[config.mk]
export PLATFORM = sky130hd
export DESIGN_NAME = reg_busy_gate
export DESIGN_NICKNAME = d
export VERILOG_FILES = /design/src/rtl/rbg_pkg.sv /design/src/rtl/rbg_idx_decode.sv /design/src/rtl/rbg_busy_store.sv /design/src/rtl/rbg_hazard_eval.sv /design/src/rtl/reg_busy_gate.sv
export SDC_FILE = /design/constraint.sdc
export NUM_CORES = 1
export LEC_CHECK = 0
export ABC_CLOCK_PERIOD_IN_PS = 6080
export BUFFER_PORTS_ARGS = -buffer_cell sky130_fd_sc_hd__buf_2
export CORE_MARGIN = 2
export CORE_UTILIZATION = 45
export CTS_CLUSTER_SIZE = 28
export DETAILED_ROUTE_END_ITERATION = 16
export GPL_TIMING_DRIVEN = 0
export PLACE_DENSITY = 0.65
export SYNTH_ARGS = -nofsm -noshare
export SYNTH_HDL_FRONTEND = slang
export SYNTH_SLANG_ARGS = --single-unit
[constraint.sdc]
create_clock -name clk -period 6.08 [get_ports clk]
set_clock_uncertainty 0.1 [all_clocks]
set_input_delay 0.608 -clock clk [delete_from_list [all_inputs] [get_ports clk]]
set_output_delay 0.608 -clock clk [all_outputs]
set_load 0.03 [all_outputs]
[src/rtl/rbg_pkg.sv]
package rbg_pkg;
   typedef struct packed {
      logic raw;
      logic waw;
   } hazard_t;
endpackage

[src/rtl/rbg_idx_decode.sv]
module rbg_idx_decode #(
   parameter int NREG = 16,
   parameter int IW   = $clog2(NREG)
) (
   input  logic            en,
   input  logic [IW-1:0]   idx,
   output logic [NREG-1:0] onehot
);
   for (genvar g = 0; g < NREG; g++) begin : g_bit
      assign onehot[g] = en && (idx == IW'(g));
   end
endmodule

[src/rtl/rbg_busy_store.sv]
module rbg_busy_store #(
   parameter int NREG      = 16,
   parameter bit PIN_ZERO  = 1'b1
) (
   input  logic            clk,
   input  logic            rst_n,
   input  logic [NREG-1:0] clr_vec,
   input  logic [NREG-1:0] set_vec,
   output logic [NREG-1:0] busy_q
);
   for (genvar g = 0; g < NREG; g++) begin : g_cell
      logic bit_q;
      if (PIN_ZERO && g == 0) begin : g_pinned
         assign bit_q = 1'b0;
      end else begin : g_flop
         always_ff @(posedge clk) begin
            if (!rst_n)          bit_q <= 1'b0;
            else if (set_vec[g]) bit_q <= 1'b1;
            else if (clr_vec[g]) bit_q <= 1'b0;
         end
      end
      assign busy_q[g] = bit_q;
   end
endmodule

[src/rtl/rbg_hazard_eval.sv]
module rbg_hazard_eval
   import rbg_pkg::*;
#(
   parameter int NREG = 16,
   parameter int IW   = $clog2(NREG)
) (
   input  logic            vld,
   input  logic [NREG-1:0] busy_eff,
   input  logic [IW-1:0]   src_a,
   input  logic [IW-1:0]   src_b,
   input  logic [IW-1:0]   dst,
   output hazard_t         haz,
   output logic            go
);
   always_comb begin
      haz.raw = vld && (busy_eff[src_a] || busy_eff[src_b]);
      haz.waw = vld && busy_eff[dst];
      go      = vld && !haz.raw && !haz.waw;
   end
endmodule

[src/rtl/reg_busy_gate.sv]
module reg_busy_gate
   import rbg_pkg::*;
#(
   parameter int NREG     = 16,
   parameter bit PIN_ZERO = 1'b1,
   localparam int IW      = $clog2(NREG)
) (
   input  logic          clk,
   input  logic          rst_n,
   input  logic          iss_vld,
   input  logic [IW-1:0] iss_src_a,
   input  logic [IW-1:0] iss_src_b,
   input  logic [IW-1:0] iss_dst,
   output logic          iss_go,
   output logic          iss_stall,
   output logic          haz_raw,
   output logic          haz_waw,
   input  logic          wb_vld,
   input  logic [IW-1:0] wb_idx,
   output logic          wb_err
);
   if (NREG < 2 || (1 << IW) != NREG) begin : g_bad_nreg
      $error("reg_busy_gate: NREG must be a power of two and at least 2");
   end

   logic [NREG-1:0] busy_q;
   logic [NREG-1:0] wb_oh;
   logic [NREG-1:0] rsv_oh;
   logic [NREG-1:0] busy_eff;
   hazard_t         haz;

   rbg_idx_decode #(.NREG(NREG), .IW(IW)) u_wb_dec (
      .en(wb_vld), .idx(wb_idx), .onehot(wb_oh));

   rbg_idx_decode #(.NREG(NREG), .IW(IW)) u_rsv_dec (
      .en(iss_go), .idx(iss_dst), .onehot(rsv_oh));

   assign busy_eff = busy_q & ~wb_oh;

   rbg_hazard_eval #(.NREG(NREG), .IW(IW)) u_eval (
      .vld(iss_vld), .busy_eff(busy_eff), .src_a(iss_src_a),
      .src_b(iss_src_b), .dst(iss_dst), .haz(haz), .go(iss_go));

   rbg_busy_store #(.NREG(NREG), .PIN_ZERO(PIN_ZERO)) u_store (
      .clk(clk), .rst_n(rst_n), .clr_vec(wb_oh), .set_vec(rsv_oh),
      .busy_q(busy_q));

   assign haz_raw   = haz.raw;
   assign haz_waw   = haz.waw;
   assign iss_stall = haz.raw || haz.waw;
   assign wb_err    = wb_vld && !busy_q[wb_idx];
endmodule

==> impl_metrics.toml, run 1 <==
[outcome]
status = "completed"

[floorplanning]
start_util = 0.4618
core_sq_um = 3606
ios = 25
die_h_um = 64.84
die_area_sq_um = 4204
fp.dieW_um = 64.84
rows = 22

[final_layout]
drive_above_1_share = 0.2922
stdcell_area_sq_um = 1871
regArea_sq_um = 300.3
layout_common_cells = "nand2_1, buf_2, dfxtp_1"
largestRegisters = "u_store.g_cell.bit_q: 15 flops"
diodes = 0
area_growth_syn_to_layout_pct = 12.32
largest_register_ffs = 15
num-nets-final = 240
final_cells = 267
multiInputGateArea_sq_um = 1212
final_common_cell = "nand2_1"
nFillCells = 355
top_register = "u_store.g_cell.bit_q"

[timing]
setup_violations = 0
whs_ns = 0.4170
hold_violations = 0
min_period_over_period = 0.5921
fmax_mhz = 277.8
rsz0062_at_grt = "false"
tightest_slew_ns = 0.6095
fin_tns_setup_ns = 0
layout_min_cycle_time_ns = 3.600
slew_violations = 0
relSlewSlack = 0.5918
setup_slack_ns = 2.480

[place]
portBuffers = 20
placed_area_sq_um = 1826
place_inst = 263
routabilityCongestion = 0.9401
place_ws_ns = 2.514
dp_hpwl_um = 3503

[grt]
track_usage = 0.2268
antenna_found_initial = 0
grt_pass1_wl_um = 7245
overflow = 0
grt_start_max_net_pins = 11
grt_pass1_vias = 1458

[cts]
cts_buffers = 3
cts_sinks = 15
cts_tree = "done"
cts-resized-gates = 0
postCtsHoldBufs = 0
clock_latency_ns = 0.25
cts_setup_buffers = 0
cts.path.max_buffers = 2
clock-root-buffer = "clkbuf_8"
h-tree-depth = 1
path_clk_slew_ns = 0.06

[critical_path]
cp_data_arrival_time_ns = 2.89
rr_endpoint = "u_store.g_cell[2].bit_q"
cp_slowest_cell = "a31oi_1"
startpoint_type = "input pin"
crit_required_ns = 5.37
crit_chain = "buf_2, buf_4, inv_1, a31oi_1, nand3b_1, a311oi_1, nor3_4, o211ai_4, buf_6, and2_1, buf_2"
cpMostUsedCell = "buf_2"
r2r_setup_slack_ns = 3.88
r2r-start = "u_store.g_cell[2].bit_q"
cpPeakStageDelay_ns = 0.50
critical_path_class = "in -> out"
critical_path.top_delay_family = "compound AO/OA/AOI/OAI gates"
r2r_cells = 8
worstPathBufferInverterCount = 5
worst-path-max-fanout = 10
cp-end-kind = "output pin"

[synth]
synth-async-reset-ratio = 0
ys_seq_elements = 15
postSynthAreaPerCell_sq_um = 8.540
synth_enable_flop_cells = 0
synth_area_sq_um = 1665
yosysWarnings = 0
syn_inst = 195
synth_cell_types = 63
synthFlopType = "dfxtp_1"
ys_seq_area_frac = 0.1803
synth_nets = 215

[worst_hold_path]
whs_endpoint = "u_store.g_cell[13].bit_q"
whs_path_depth = 2
min_path_type = "reg -> reg"
min_from = "u_store.g_cell[13].bit_q"

[drt]
drt_wl_total_um = 4537
drt_iter0_markers = 206
avgViaCountPerCell = 6.079
via_count = 1623
drt_pass1_iterations = 6
postRouteAntennaNets = 0
drc = 0
wire_per_inst_um = 16.99

[run]
maxCapViolCount = 0

[power]
p_leak_nw = 0.6595
power_density_nw_per_um2 = 143.4
vdd_drop_max_v = 0.00008395
## per-layer routing
metal | wire, um | track usage | vias up | share of wire
met5 | 0 | 0 | - | 0
met4 | 138 | 0.1117 | 0 | 0.030
met3 | 298 | 0.01215 | 11 | 0.066
met2 | 2135 | 0.3750 | 64 | 0.47
met1 | 1964 | 0.2998 | 759 | 0.43
li1 | - | - | 789 | -
## worst max-delay path by stage
| stage | from | to | slack (ns) | cells after the start |
|---|---|---|---|---|
| 2_1_floorplan | iss_src_b[0] | iss_go | 2.93 | 9 |
| 3_3_place_gp | wb_idx[0] | haz_raw | 2.51 | 11 |
| 3_5_place_dp | wb_idx[0] | haz_raw | 2.51 | 11 |
| 4_1_cts | wb_idx[0] | haz_raw | 2.50 | 11 |
| 5_1_grt | wb_idx[0] | haz_raw | 2.28 | 11 |
| 6_report | wb_idx[0] | haz_raw | 2.48 | 11 |
## cells by family after synthesis
group                  share of synthesized area
flip-flops                                0.1803
multiplexers                              0.1037
AO/OA/AOI/OAI                             0.3035
buffers and inverters                    0.09166
XOR/XNOR                                0.005260
AND/OR/NAND/NOR                           0.3156
## synthesized netlist by cell type (2+ instances only)
cell type | count | area (sq um)
mux4_2 | 5 | 112.6
o31ai_4 | 2 | 42.54
nor2b_1 | 5 | 31.28
nand2_1 | 29 | 108.9
nor3_1 | 3 | 15.01
o31ai_1 | 6 | 45.04
or2_2 | 5 | 31.28
buf_1 | 2 | 7.510
a21oi_1 | 3 | 15.01
buf_6 | 4 | 45.04
nand2b_1 | 3 | 18.77
o21ai_1 | 2 | 10.01
nor2_1 | 9 | 33.78
o21ai_0 | 3 | 15.01
mux2i_1 | 6 | 60.06
a311oi_1 | 2 | 17.52
o21a_1 | 3 | 22.52
nor4b_1 | 2 | 17.52
nor4_1 | 3 | 18.77
o31ai_2 | 8 | 100.1
a211oi_1 | 2 | 15.01
a31oi_1 | 4 | 25.02
inv_1 | 10 | 37.54
nor3b_2 | 2 | 25.02
dfxtp_1 | 15 | 300.3
nand3_1 | 8 | 40.04
nor3b_1 | 3 | 22.52
and2_1 | 3 | 18.77
o2111ai_1 | 3 | 26.28
nand3b_1 | 5 | 37.54
a21boi_0 | 2 | 15.01
and3_1 | 2 | 12.51
## worst register-to-register path, stage by stage, from the launching register on
cell      delay (ns)
dfxtp_1         0.32
inv_1           0.04
a31oi_1         0.45
nand3b_1        0.13
a311oi_1        0.44
nor3_4          0.09
o211ai_4        0.19
buf_6           0.23
o31ai_2         0.08
## area by class of cell
type / instances / area share
flip-flops and latches: 15 / 0.1605
inverters: 10 / 0.02007
plain buffers: 12 / 0.06154
repair buffers: 20 / 0.05351
multi-input cells: 158 / 0.6482
clock buffers: 4 / 0.02408
well taps: 48 / 0.03211
## metrics by stage
| stage | utilization | power, W |
|---|---|---|
| after global routing | 0.5187 | 0.0002819 |
| final | 0.5187 | 0.0002683 |
| after CTS | 0.5187 | 0.0002700 |
| after global placement | 0.5062 | 0.0001906 |
| after detailed placement | 0.5062 | 0.0001904 |
| after floorplan | - | 0.0001648 |
## report_power, final
part / internal (W) / switching (W)
Combinational: 0.0000328 / 0.0000552
Sequential: 0.0000999 / 0.00000111
Clock: 0.0000464 / 0.0000329
No activity file was read; power rests on OpenSTA's default activity.
==> run 2, diff against run 1 <==
Settings changed: ABC_AREA from default to 1, ABC_CLOCK_PERIOD_IN_PS 6080 to 3100, PLACE_DENSITY 0.65 to 0.68.
Clock period 6.08 ns to 3.1 ns, I/O delays scaled along.
==> impl_metrics.toml, run 2 <==
[final_layout]
fin_util = 0.5309
num-nets-final = 300
diodes = 0
largestRegisters = "u_store.g_cell.bit_q: 15 flops"
top_register = "u_store.g_cell.bit_q"
drive_above_1_share = 0.2832
layout_common_cells = "nand2_1, nand3_1, nor2_1"
final_common_cell = "nand2_1"
stdcell_area_sq_um = 1785
nFillCells = 364
largest_register_ffs = 15
area_growth_syn_to_layout_pct = 12.54

[power]
vdd_drop_max_v = 0.0001193
power_density_nw_per_um2 = 269.6
p_leak_nw = 0.7997

[worst_hold_path]
whs_path_depth = 3
min_from = "rst_n"
min_path_type = "in -> reg"
whs_endpoint = "u_store.g_cell[3].bit_q"

[synth]
synth-async-reset-ratio = 0
synth_nets = 272
postSynthAreaPerCell_sq_um = 6.296
yosysMostFrequentCell = "nand2_1"
synth_top_area_share = 0.1893
ys_seq_elements = 15
yosys.area.top_type = "dfxtp_1"
synth_area_sq_um = 1587
netlist_top_cells_area = "dfxtp_1, nand2_1, nand3_2"
synthFlopType = "dfxtp_1"
synth_enable_flop_cells = 0
syn_inst = 252
synthTopCellsByCount = "nand2_1, nand3_1, nor2_1"
synth_cell_types = 25
ys_seq_area_frac = 0.1893
yosysWarnings = 0

[timing]
hold_violations = 0
setup_slack_ns = 0.5435
rsz0062_at_grt = "false"
fmax_mhz = 391.2
fin_tns_setup_ns = 0
slew_violations = 0
layout_min_cycle_time_ns = 2.556
relSlewSlack = 0.6129
setup_violations = 0
min_period_over_period = 0.8247
tightest_slew_ns = 0.5807

[place]
portBuffers = 23
placed_area_sq_um = 1759
dp_hpwl_um = 3404
place_ws_ns = 0.5705
routabilityCongestion = 0.9037

[cts]
cts.path.max_buffers = 2
cts_tree = "done"
postCtsHoldBufs = 0
clock-root-buffer = "clkbuf_4"
h-tree-depth = 1
cts_setup_buffers = 0
cts_sinks = 15
clock_latency_ns = 0.27
path_clk_slew_ns = 0.08
cts-resized-gates = 0
cts_buffers = 3

[critical_path]
worstPathBufferInverterCount = 4
critical_path.top_delay_family = "simple AND/OR/NAND/NOR gates"
cpPeakStageDelay_ns = 0.43
cpMostUsedCell = "nand3_1"
r2r_cells = 10
startpoint_type = "input pin"
r2r_setup_slack_ns = 1.31
rr_endpoint = "u_store.g_cell[8].bit_q"
crit_chain = "buf_2, inv_1, nand3_1, o21ai_1, nand2_1, nand3_1, nand2_1, nand3_1, nand2_4, nor2_8, buf_8, o22ai_1, buf_2"
crit_required_ns = 2.69
critical_path_class = "in -> out"
worst-path-max-fanout = 10
cp-end-kind = "output pin"
cp_data_arrival_time_ns = 2.15
r2r-start = "u_store.g_cell[7].bit_q"
cp_slowest_cell = "o21ai_1"

[grt]
grt_pass1_vias = 1427
grt_pass1_wl_um = 6748
track_usage = 0.2171
antenna_found_initial = 0
grt_start_max_net_pins = 11
overflow = 0

[drt]
via_count = 1645
postRouteAntennaNets = 0
avgViaCountPerCell = 5.062
drt_iter0_markers = 144
drt_wl_total_um = 4124
wire_per_inst_um = 12.69
drt_pass1_iterations = 4
drc = 0

[run]
maxCapViolCount = 0

[floorplanning]
rows = 21
core_sq_um = 3363
die_area_sq_um = 4016
die_h_um = 63.38
fp.dieW_um = 63.38
start_util = 0.4717
ios = 25

[outcome]
status = "completed"
[run 2: changes by cell type after synthesis, sizes merged, moves of 6 or more]
cell	change
nand3	+51
nor2	+24
nand3b	-6
mux2i	-6
nand2	+47
o31ai	-16
a21oi	+15
inv	+19
[run 2: kinds of logic after synthesis]
family,count (synthesis),share of synthesized area
flops,15,0.1893
compound gates,33,0.1491
simple gates,170,0.5655
buf+inv,34,0.09621
[run 2: power by group]
| part | total [W] | internal, W | switching (W) |
|---|---|---|---|
| sequential | 0.000197 | 0.000195 | 0.00000179 |
| clock | 0.000102 | 0.0000498 | 0.0000521 |
| combinational | 0.000183 | 0.0000602 | 0.000123 |
| total | 0.000481 | 0.000305 | 0.000176 |
[run 2: area by class of cell]
type                       count  area (sq um)  area share
buffer                         5         43.79     0.02453
clock buffer                   4         26.28     0.01472
inverter                      29         108.9     0.06097
multi-input combinational    203          1134      0.6349
sequential                    15         300.3      0.1682
tap                           46         57.56     0.03224
timing repair buffer          23         115.1     0.06447
[run 2: worst min-delay path, delay by kind of cell]
kind / cells / cell delay [ns]
buffers and inverters: 2 / 0.16
AOI/OAI and AO/OA: 1 / 0.13
[run 2: routing by layer]
layer | GRT usage | vias up | share of wire
met1 | 0.3030 | 704 | 0.47
met4 | 0.07880 | 0 | 0.014
met2 | 0.3618 | 52 | 0.45
met3 | 0 | 4 | 0.070
met5 | 0 | - | 0
li1 | - | 885 | -
[run 2: how the worst max path moves through the flow]
| stage | cells after the start | start | to | slack (ns) |
|---|---|---|---|---|
| after global routing | 13 | wb_idx[3] | iss_stall | 0.37 |
| after floorplan | 5 | wb_idx[0] | wb_err | 0.45 |
| after CTS | 13 | wb_idx[3] | iss_stall | 0.57 |
| after detailed placement | 13 | wb_idx[3] | iss_stall | 0.57 |
| final | 13 | wb_idx[3] | iss_stall | 0.54 |
| after global placement | 13 | wb_idx[3] | iss_stall | 0.59 |
[run 2: per-stage QoR]
stage / hold WS, ns / cells / power, W
final: 0.2686 / 325 / 0.0004814
after CTS: 0.2620 / 325 / 0.0004839
after global routing: 0.2995 / 325 / 0.0005083
after detailed placement: 0.4297 / 321 / 0.0003833
after floorplan: 0.3832 / 252 / 0.0003363
after global placement: 0.4275 / 321 / 0.0003826
==> run 3, diff against run 2 <==
Settings changed: ABC_AREA 1 to 0, ABC_CLOCK_PERIOD_IN_PS 3100 to 2200.
Clock period 3.1 ns to 2.2 ns, I/O delays scaled along.
==> impl_metrics.toml, run 3 (synthesis results as in run 1) <==
[floorplanning]
core_sq_um = 3606
die_h_um = 64.84
fp.dieW_um = 64.84
rows = 22
start_util = 0.4618
ios = 25
die_area_sq_um = 4204

[place]
dp_hpwl_um = 3664
portBuffers = 20
routabilityCongestion = 0.9277
place_inst = 263

[cts]
h-tree-depth = 1
clock_latency_ns = 0.25
cts_tree = "done"
cts_buffers = 3
path_clk_slew_ns = 0.06
cts_sinks = 15
cts.path.max_buffers = 2
clock-root-buffer = "clkbuf_8"

[timing]
relSlewSlack = 0.6386
whs_ns = 0.2381
tightest_slew_ns = 0.5410
setup_slack_ns = -0.1776
fmax_mhz = 420.6
rsz0062_at_grt = "true"
setup_violations = 3
layout_min_cycle_time_ns = 2.378
slew_violations = 0
hold_violations = 0
min_period_over_period = 1.081

[grt]
grt_start_max_net_pins = 11
track_usage = 0.2702
grt_pass1_vias = 1688
grt_pass1_wl_um = 8728
antenna_found_initial = 0
overflow = 0

[worst_hold_path]
whs_endpoint = "u_store.g_cell[4].bit_q"
min_from = "rst_n"
min_path_type = "in -> reg"
whs_path_depth = 3

[drt]
drt_wl_total_um = 5579
drc = 0
drt_iter0_markers = 138
postRouteAntennaNets = 0
via_count = 1784
drt_pass1_iterations = 4
wire_per_inst_um = 19.64
avgViaCountPerCell = 6.282

[final_layout]
final_cells = 284
largestRegisters = "u_store.g_cell.bit_q: 15 flops"
nFillCells = 291
final_common_cell = "nand2_1"
largest_register_ffs = 15
drive_above_1_share = 0.4661
num-nets-final = 257
area_growth_syn_to_layout_pct = 42.90
top_register = "u_store.g_cell.bit_q"
layout_common_cells = "nand2_1, buf_4, dfxtp_1"
regArea_sq_um = 300.3
multiInputGateArea_sq_um = 1481
diodes = 0

[run]
maxCapViolCount = 0

[outcome]
violations = "setup timing"
status = "finished, violations left"

[critical_path]
crit_required_ns = 1.88
cp_data_arrival_time_ns = 2.06
r2r-start = "u_store.g_cell[9].bit_q"
rr_endpoint = "u_store.g_cell[4].bit_q"
startpoint_type = "input pin"
r2r_setup_slack_ns = 0.10
cp-end-kind = "output pin"
worst-path-max-fanout = 7
critical_path_class = "in -> out"
r2r_cells = 8

[power]
p_leak_nw = 0.8425
power_density_nw_per_um2 = 356.3
vdd_drop_max_v = 0.0002180
==> run 3: changes by cell type in the layout (fill, tap and decap cells not counted), sizes merged, moves of 6 or more <==
cell	previous run	this run
buf	27	45
o31ai	0	16
a21oi	18	3
inv	29	10
nor2	33	9
mux2i	0	6
nand3	59	8
nand2	77	30
nand3b	0	6
==> run 3: per-layer routing <==
layer / track usage / share of wire / up-vias
met2: 0.4716 / 0.49 / 74
met5: 0 / 0 / -
met3: 0.01389 / 0.051 / 12
met4: 0.09309 / 0.031 / 0
li1: - / - / 833
met1: 0.3529 / 0.42 / 865
==> run 3: critical path, stage by stage <==
cell      delay (ns)
buf_12          0.11
and3b_2         0.31
a31oi_4         0.11
a311oi_2        0.38
nor4b_4         0.09
a41oi_2         0.21
o211ai_4        0.13
buf_8           0.15
nor3b_4         0.17
buf_6           0.15
==> run 3: metrics by stage <==
step	TNS (ns)	power [W]	cell area [sq um]	setup slack, ns	utilization
finish	-0.5038	0.0008479	2380	-0.1776	0.6600
global route	-0.6374	0.0008755	2380	-0.2284	0.6600
CTS	-0.4458	0.0008206	2271	-0.1506	0.6298
detailed placement	-5.289	0.0005351	1869	-0.6622	0.5184
global placement	-4.910	0.0005342	1869	-0.5924	0.5184
floorplan	-0.04654	0.0004620	1709	-0.04654	-
==> run 3: worst max-delay path by stage <==
stage	start	to	slack [ns]
2_1_floorplan	wb_idx[0]	iss_go	-0.05
5_1_grt	wb_idx[3]	iss_go	-0.23
4_1_cts	wb_idx[0]	haz_raw	-0.15
3_5_place_dp	wb_idx[0]	haz_raw	-0.66
3_3_place_gp	wb_idx[0]	haz_raw	-0.59
6_report	wb_idx[2]	iss_go	-0.18
==> run 3: cell type report <==
type,instances,area share
Buffer,10,0.04679
Inverter,10,0.01577
Clock buffer,4,0.01893
Tap cell,48,0.02524
Multi-Input combinational cell,158,0.6225
Timing Repair Buffer,39,0.1446
Sequential cell,15,0.1262
==> run 3: timing repair <==
item,in CTS,in global routing
pin swaps,15,15
buffers inserted,16,3
gates resized for setup,53,20
cloned,0,0
endpoints found under the setup margin,12,13
hold buffers,0,0
==> run 3: where the power goes <==
group / switching [W] / leakage [nW] / internal [W] / total [W]
registers: 0.00000381 / 0.121 / 0.000276 / 0.000280
logic: 0.000193 / 0.699 / 0.000151 / 0.000344
clock network: 0.0000958 / 0.0228 / 0.000128 / 0.000224
